**config.mk**
```make
export PLATFORM = sky130hd
export DESIGN_NAME = gain_link_top
export DESIGN_NICKNAME = d
export VERILOG_FILES = /design/src/rtl/gl_pkg.sv /design/src/rtl/gl_sync.sv /design/src/rtl/gl_tx.sv /design/src/rtl/gl_rx.sv /design/src/rtl/gl_regfile.sv /design/src/rtl/gain_link_top.sv
export SDC_FILE = /design/constraint.sdc
export NUM_CORES = 1
export LEC_CHECK = 0
export ABC_AREA = 1
export BUFFER_PORTS_ARGS = -buffer_cell sky130_fd_sc_hd__buf_2
export CELL_PAD_IN_SITES_DETAIL_PLACEMENT = 2
export CELL_PAD_IN_SITES_GLOBAL_PLACEMENT = 2
export CORE_UTILIZATION = 37
export DETAILED_ROUTE_END_ITERATION = 8
export GPL_TIMING_DRIVEN = 0
export PLACE_DENSITY = 0.89
export SLEW_MARGIN = 5
export SYNTH_ARGS = -nofsm -noshare
export SYNTH_HDL_FRONTEND = slang
export SYNTH_HIERARCHICAL = 1
export SYNTH_SLANG_ARGS = --single-unit
```
**constraint.sdc**
```tcl
create_clock -name clk -period 2.1 [get_ports clk]
set_clock_uncertainty 0.15 [all_clocks]
set_input_delay 0.105 -clock clk [delete_from_list [all_inputs] [get_ports clk]]
set_output_delay 0.105 -clock clk [all_outputs]
set_load 0.05 [all_outputs]
```
**src/rtl/gl_pkg.sv**
```systemverilog
package gl_pkg;
    localparam int MOD_W   = 5;
    localparam int CH_W    = 4;
    localparam int GAIN_W  = 8;
    localparam int FRAME_W = MOD_W + CH_W + GAIN_W;
    localparam int NUM_CH  = 2 ** CH_W;

    typedef struct packed {
        logic [MOD_W-1:0]  module_id;
        logic [CH_W-1:0]   chan;
        logic [GAIN_W-1:0] gain;
    } gl_frame_t;

    typedef enum logic [1:0] {
        TX_IDLE   = 2'd0,
        TX_SHIFT  = 2'd1,
        TX_STROBE = 2'd2
    } tx_state_e;

    function automatic logic addr_hit(input gl_frame_t f, input logic [MOD_W-1:0] strap);
        return f.module_id == strap;
    endfunction
endpackage

```
**src/rtl/gl_sync.sv**
```systemverilog
module gl_sync #(
    parameter int STAGES = 2
) (
    input  logic clk,
    input  logic rst,
    input  logic d,
    output logic q
);
    logic [STAGES-1:0] chain;

    always_ff @(posedge clk) begin
        if (rst) chain <= '0;
        else     chain <= {chain[STAGES-2:0], d};
    end

    assign q = chain[STAGES-1];
endmodule

```
**src/rtl/gl_tx.sv**
```systemverilog
module gl_tx
    import gl_pkg::*;
#(
    parameter int BIT_CYCLES = 40000
) (
    input  logic      clk,
    input  logic      rst,
    input  logic      adj_mode,
    input  logic      cmd_valid,
    input  gl_frame_t cmd_frame,
    output logic      busy,
    output logic      cmd_reject,
    output logic      sclk,
    output logic      sdata,
    output logic      sload
);
    localparam int TW   = $clog2(BIT_CYCLES + 1);
    localparam int BW   = $clog2(FRAME_W + 1);
    localparam int HALF = BIT_CYCLES / 2;
    localparam logic [TW-1:0] T_LAST = TW'(BIT_CYCLES - 1);
    localparam logic [TW-1:0] T_RISE = TW'(HALF - 1);
    localparam logic [BW-1:0] B_LAST = BW'(FRAME_W - 1);

    tx_state_e          state;
    logic [TW-1:0]      tick;
    logic [BW-1:0]      bit_idx;
    logic [FRAME_W-1:0] shreg;

    always_ff @(posedge clk) begin
        if (rst) begin
            state      <= TX_IDLE;
            tick       <= '0;
            bit_idx    <= '0;
            shreg      <= '0;
            sclk       <= 1'b0;
            sdata      <= 1'b0;
            sload      <= 1'b0;
            cmd_reject <= 1'b0;
        end else begin
            cmd_reject <= cmd_valid && (state != TX_IDLE || !adj_mode);
            if (!adj_mode) begin
                state <= TX_IDLE;
                tick  <= '0;
                sclk  <= 1'b0;
                sdata <= 1'b0;
                sload <= 1'b0;
            end else begin
                case (state)
                    TX_IDLE: begin
                        if (cmd_valid) begin
                            shreg   <= cmd_frame;
                            sdata   <= cmd_frame[FRAME_W-1];
                            sclk    <= 1'b0;
                            tick    <= '0;
                            bit_idx <= '0;
                            state   <= TX_SHIFT;
                        end
                    end
                    TX_SHIFT: begin
                        if (tick == T_LAST) begin
                            tick <= '0;
                            sclk <= 1'b0;
                            if (bit_idx == B_LAST) begin
                                sdata <= 1'b0;
                                sload <= 1'b1;
                                state <= TX_STROBE;
                            end else begin
                                bit_idx <= bit_idx + 1'b1;
                                shreg   <= shreg << 1;
                                sdata   <= shreg[FRAME_W-2];
                            end
                        end else begin
                            tick <= tick + 1'b1;
                            if (tick == T_RISE) sclk <= 1'b1;
                        end
                    end
                    TX_STROBE: begin
                        if (tick == T_LAST) begin
                            tick  <= '0;
                            sload <= 1'b0;
                            state <= TX_IDLE;
                        end else begin
                            tick <= tick + 1'b1;
                        end
                    end
                    default: state <= TX_IDLE;
                endcase
            end
        end
    end

    assign busy = (state != TX_IDLE);
endmodule

```
**src/rtl/gl_rx.sv**
```systemverilog
module gl_rx
    import gl_pkg::*;
#(
    parameter int BIT_CYCLES = 40000
) (
    input  logic              clk,
    input  logic              rst,
    input  logic              sclk_in,
    input  logic              sdata_in,
    input  logic              sload_in,
    input  logic [MOD_W-1:0]  strap,
    output logic              wr_en,
    output logic [CH_W-1:0]   wr_ch,
    output logic [GAIN_W-1:0] wr_gain,
    output logic              frame_err
);
    localparam int IDLE_LIM = 2 * BIT_CYCLES;
    localparam int IW       = $clog2(IDLE_LIM + 1);
    localparam int PW       = $clog2(FRAME_W + 2) + 1;
    localparam logic [IW-1:0] I_MAX  = IW'(IDLE_LIM);
    localparam logic [PW-1:0] P_FULL = PW'(FRAME_W);
    localparam logic [PW-1:0] P_SAT  = {PW{1'b1}};

    logic [2:0] raw, syn, prev;
    assign raw = {sload_in, sdata_in, sclk_in};

    for (genvar g = 0; g < 3; g++) begin : g_sync
        gl_sync #(.STAGES(2)) u_sync (
            .clk (clk),
            .rst (rst),
            .d   (raw[g]),
            .q   (syn[g])
        );
    end

    logic clk_rise, load_rise;
    assign clk_rise  = syn[0] && !prev[0];
    assign load_rise = syn[2] && !prev[2];

    gl_frame_t     shreg;
    logic [PW-1:0] pcnt;
    logic [IW-1:0] idle;

    always_ff @(posedge clk) begin
        if (rst) begin
            prev      <= '0;
            shreg     <= '0;
            pcnt      <= '0;
            idle      <= '0;
            wr_en     <= 1'b0;
            wr_ch     <= '0;
            wr_gain   <= '0;
            frame_err <= 1'b0;
        end else begin
            prev      <= syn;
            wr_en     <= 1'b0;
            frame_err <= 1'b0;
            if (load_rise) begin
                pcnt <= '0;
                idle <= '0;
                if (pcnt == P_FULL) begin
                    if (addr_hit(shreg, strap)) begin
                        wr_en   <= 1'b1;
                        wr_ch   <= shreg.chan;
                        wr_gain <= shreg.gain;
                    end
                end else begin
                    frame_err <= 1'b1;
                end
            end else if (clk_rise) begin
                shreg <= {shreg[FRAME_W-2:0], syn[1]};
                if (pcnt != P_SAT) pcnt <= pcnt + 1'b1;
                idle <= '0;
            end else if (idle != I_MAX) begin
                idle <= idle + 1'b1;
            end else begin
                pcnt <= '0;
            end
        end
    end
endmodule

```
**src/rtl/gl_regfile.sv**
```systemverilog
module gl_regfile
    import gl_pkg::*;
(
    input  logic              clk,
    input  logic              rst,
    input  logic              wr_en,
    input  logic [CH_W-1:0]   wr_ch,
    input  logic [GAIN_W-1:0] wr_gain,
    input  logic [CH_W-1:0]   rd_ch,
    output logic [GAIN_W-1:0] rd_gain
);
    logic [GAIN_W-1:0] regs [NUM_CH];

    for (genvar i = 0; i < NUM_CH; i++) begin : g_reg
        always_ff @(posedge clk) begin
            if (rst)                                   regs[i] <= '0;
            else if (wr_en && wr_ch == CH_W'(i))       regs[i] <= wr_gain;
        end
    end

    always_ff @(posedge clk) begin
        if (rst) rd_gain <= '0;
        else     rd_gain <= regs[rd_ch];
    end
endmodule

```
**src/rtl/gain_link_top.sv**
```systemverilog
module gain_link_top
    import gl_pkg::*;
#(
    parameter int BIT_CYCLES = 40000
) (
    input  logic              clk,
    input  logic              rst,
    input  logic              adj_mode,
    input  logic              cmd_valid,
    input  logic [MOD_W-1:0]  cmd_module,
    input  logic [CH_W-1:0]   cmd_channel,
    input  logic [GAIN_W-1:0] cmd_gain,
    output logic              busy,
    output logic              cmd_reject,
    output logic              ser_clk,
    output logic              ser_data,
    output logic              ser_load,
    input  logic              rx_clk,
    input  logic              rx_data,
    input  logic              rx_load,
    input  logic [MOD_W-1:0]  strap_id,
    input  logic [CH_W-1:0]   rd_channel,
    output logic [GAIN_W-1:0] rd_gain,
    output logic              frame_err
);
    gl_frame_t         cmd_frame;
    logic              wr_en;
    logic [CH_W-1:0]   wr_ch;
    logic [GAIN_W-1:0] wr_gain;

    assign cmd_frame = '{module_id: cmd_module, chan: cmd_channel, gain: cmd_gain};

    gl_tx #(.BIT_CYCLES(BIT_CYCLES)) u_tx (
        .clk        (clk),
        .rst        (rst),
        .adj_mode   (adj_mode),
        .cmd_valid  (cmd_valid),
        .cmd_frame  (cmd_frame),
        .busy       (busy),
        .cmd_reject (cmd_reject),
        .sclk       (ser_clk),
        .sdata      (ser_data),
        .sload      (ser_load)
    );

    gl_rx #(.BIT_CYCLES(BIT_CYCLES)) u_rx (
        .clk       (clk),
        .rst       (rst),
        .sclk_in   (rx_clk),
        .sdata_in  (rx_data),
        .sload_in  (rx_load),
        .strap     (strap_id),
        .wr_en     (wr_en),
        .wr_ch     (wr_ch),
        .wr_gain   (wr_gain),
        .frame_err (frame_err)
    );

    gl_regfile u_regs (
        .clk     (clk),
        .rst     (rst),
        .wr_en   (wr_en),
        .wr_ch   (wr_ch),
        .wr_gain (wr_gain),
        .rd_ch   (rd_channel),
        .rd_gain (rd_gain)
    );
endmodule

```
==> run_results.csv <==
group,metric,value,unit
route,via_per_inst,5.45,
final_layout,layout.area.seq,6110,um^2
route,vias,11100,
final_layout,final_common_cell,"nand2_1",
worst_setup_path,start_kind,"flip-flop",
final_layout,nFillCells,3474,
global_route,grtUsageMet3,0.0317,
clock_network,clkLatencyLatePin,0.57,ns
route,drt_first_iter_violations,723,
worst_setup_path,cp-end-kind,"flip-flop",
global_route,overflow,0,
synthesis,ys_warn_count,6,
clock_network,clkTransAtPathRegs,0.07,ns
global_route,busiest_layer,"met2",
place,gp_congestion,0.865,
power,power_density,841,nW/um^2
clock_network,cts_tree,"built",
floorplanning,io_pins,47,
place,preCtsSetupSlack,-0.843,ns
clock_network,cts_buffer_depth,3,
worst_setup_path,worstSetupPathType,"reg -> reg",
synthesis,synth-edff-count,128,
sta,max-slew-margin-rel,0.398,
sta,rsz0062_at_grt,"yes",
synthesis,synthCells,1500,
outcome,status,"complete, but fails checks",
synthesis,synth.area.top_cells,"edfxtp_1 (33%), dfxtp_1 (19%), nand2_1 (12%)",
synthesis,ys_types,42,
power,total_power,0.0118,W
route,wl_per_cell,24.5,um
synthesis,async_flop_share,0,
floorplanning,die_h,180,um
route,drt_pre_antenna_iters,5,
global_route,grt_pass1_wl,73.2,mm
sta,finalSetupViolCount,11,
floorplanning,dieArea,32500,um^2
synthesis,synth_ff_type,"edfxtp_1",
final_layout,multi_input_comb_area,4680,um^2
worst_setup_path,path_max_fanout,8,
synthesis,syn-cell-area,11800,um^2
clock_network,cts_root_buf,"clkbuf_16",
final_layout,nNetsFinal,1661,
synthesis,syn_area_per_cell,7.84,um^2
global_route,grt_start_max_net_pins,15,
synthesis,synth_seq_cells,241,
clock_network,numCtsBuffers,28,
sta,worst_pin_slew,0.903,ns
place,io_buffers,43,
final_layout,most-common-layout-cells,"nand2_1 (363), nor2_1 (274), inv_1 (197)",
sta,setup_ws,-0.0424,ns
global_route,antenna_found_initial,0,
outcome,violations,"setup timing",
floorplanning,rows,64,
sta,finalCriticalPeriod,2.14,ns
sta,min_period_over_period,1.02,
worst_setup_path,path_cells,"inv_1 > nor3_4 > nand3_1 > nor2_1",
synthesis,yosysTopAreaCell,"edfxtp_1",
power,vdd_drop_max,0.598,mV
final_layout,diodes,0,
route,drt_wl_total,49.9,mm
job,cap_violations,0,
global_route,track_usage,0.293,
sta,clock.fmax,467,MHz
power,p_leak,5.88,nW
sta,tns,-0.294,ns
final_layout,syn2layout_area_growth,19.3,%
worst_setup_path,required,2.32,ns
place,detailed_place_hpwl,29.2,mm
synthesis,synth_fp_nets,1543,
worst_setup_path,max_stage_delay,0.45,ns
clock_network,numClockSinks,241,
floorplanning,die-width,180,um
global_route,grtUsageMet1,0.333,
route,drc,0,
synthesis,synth_top_cell_area_share,0.327,
min_path,hp-class,"in -> reg",
worst_setup_path,arrival,2.37,ns
global_route,grt_pass1_vias,12400,
route,ant_nets,0,
sta,final_max_slew_viol_count,0,
clock_network,htreeDepth,1,
synthesis,ys_seq_area_frac,0.519,
final_layout,layout-drive-gt1-share,0.131,
global_route,grt_use_met2,0.558,
floorplanning,core_area,30900,um^2
worst_setup_path,cp_slowest_cell,"dfxtp_1",
sta,hold_viol,0,
floorplanning,initial_core_util,0.380,
[flip-flops by register name (all words and copies together), names as in the netlist]
| register | count |
|---|---|
| u_rx/frame_err | 1 |
| u_tx/bit_idx | 5 |
| u_rx/wr_gain | 8 |
| u_rx/wr_en | 1 |
| u_rx/pcnt | 6 |
| u_regs/regs | 128 |
| u_tx/state | 2 |
| u_tx/sclk | 1 |
| u_rx/idle | 17 |
| u_tx/tick | 16 |
| u_tx/sdata | 1 |
| u_rx/wr_ch | 4 |
| u_rx/prev | 2 |
| u_rx/shreg | 17 |
| u_rx/g_sync.u_sync/chain | 6 |
| u_tx/shreg | 16 |
| u_tx/sload | 1 |
| u_tx/cmd_reject | 1 |
| u_regs/rd_gain | 8 |
[through the flow]
stage / hold slack, ns / cell area, um^2 / std cells / util
4_1_cts: 0.0194 / 13900 / 2030 / 0.450
3_5_place_dp: 0.189 / 12500 / 1942 / 0.404
5_1_grt: 0.0458 / 14000 / 2036 / 0.454
2_1_floorplan: 0.0262 / 11800 / 1500 / -
3_3_place_gp: 0.182 / 12500 / 1939 / 0.403
6_report: 0.0332 / 14000 / 2036 / 0.454
[logic make-up after synthesis]
family,after synthesis,share of synthesized area
AO/OA/AOI/OAI,91,0.0405
adder cells (fa/ha/maj),10,0.0106
multiplexers,15,0.0128
XOR/XNOR,7,0.00521
AND/OR/NAND/NOR,866,0.319
flip-flops,241,0.519
buffers and inverters,270,0.0925
[final timing paths]
path,from,to,cells past startpoint,slack [ns]
worst max-delay path,u_rx/wr_ch[3],u_regs/regs[11][7],4,-0.04
worst max register to register,u_rx/wr_ch[3],u_regs/regs[11][7],4,-0.04
worst min-delay path,rd_channel[1],u_regs/rd_gain[4],5,0.03
worst min register to register,u_rx/g_sync[0].u_sync/chain[0],u_rx/g_sync[0].u_sync/chain[1],2,0.29
[synth_stat cells, types with 5 or more instances]
master / n
a21oi_1: 40
buf_2: 31
clkbuf_1: 18
dfxtp_1: 113
edfxtp_1: 128
ha_1: 10
inv_1: 199
inv_2: 11
mux2i_1: 15
nand2_1: 366
nand2_2: 20
nand3_1: 121
nand4_1: 42
nor2_1: 279
nor2_4: 5
nor3_1: 8
o21ai_0: 39
xor2_1: 6
[report_power, final]
part	internal (W)	leakage, nW	switching [W]
Sequential	0.00511	2.24	0.000106
Combinational	0.000342	3.15	0.000798
Clock	0.00321	0.489	0.00222
[critical path: cells and delay by family, from the launching register on]
family                 cells  cell delay (ns)
and+or+nand+nor            3             1.20
buffers and inverters      1             0.14
DFF                        1             0.45
[area by class of cell]
type | instances | share of cell area
Buffer | 60 | 0.0229
Multi-Input combinational cell | 989 | 0.334
Tap cell | 396 | 0.0353
Clock inverter | 17 | 0.0161
Sequential cell | 241 | 0.435
Clock buffer | 35 | 0.0548
Inverter | 210 | 0.0562
Timing Repair Buffer | 88 | 0.0457
[layer usage]
layer | share of wire | vias up
met2 | 0.53 | 375
met3 | 0.044 | 130
li1 | - | 4990
met1 | 0.39 | 5594
met4 | 0.040 | 0
met5 | 0 | -
[timing repair]
item	in CTS	in global routing
setup buffers	3	4
setup endpoints to repair	68	115
gates resized for setup	18	28
pin swaps	2	4
hold buffers	33	3
hold endpoints to repair	50	6
(Power assumes the default switching activity.)
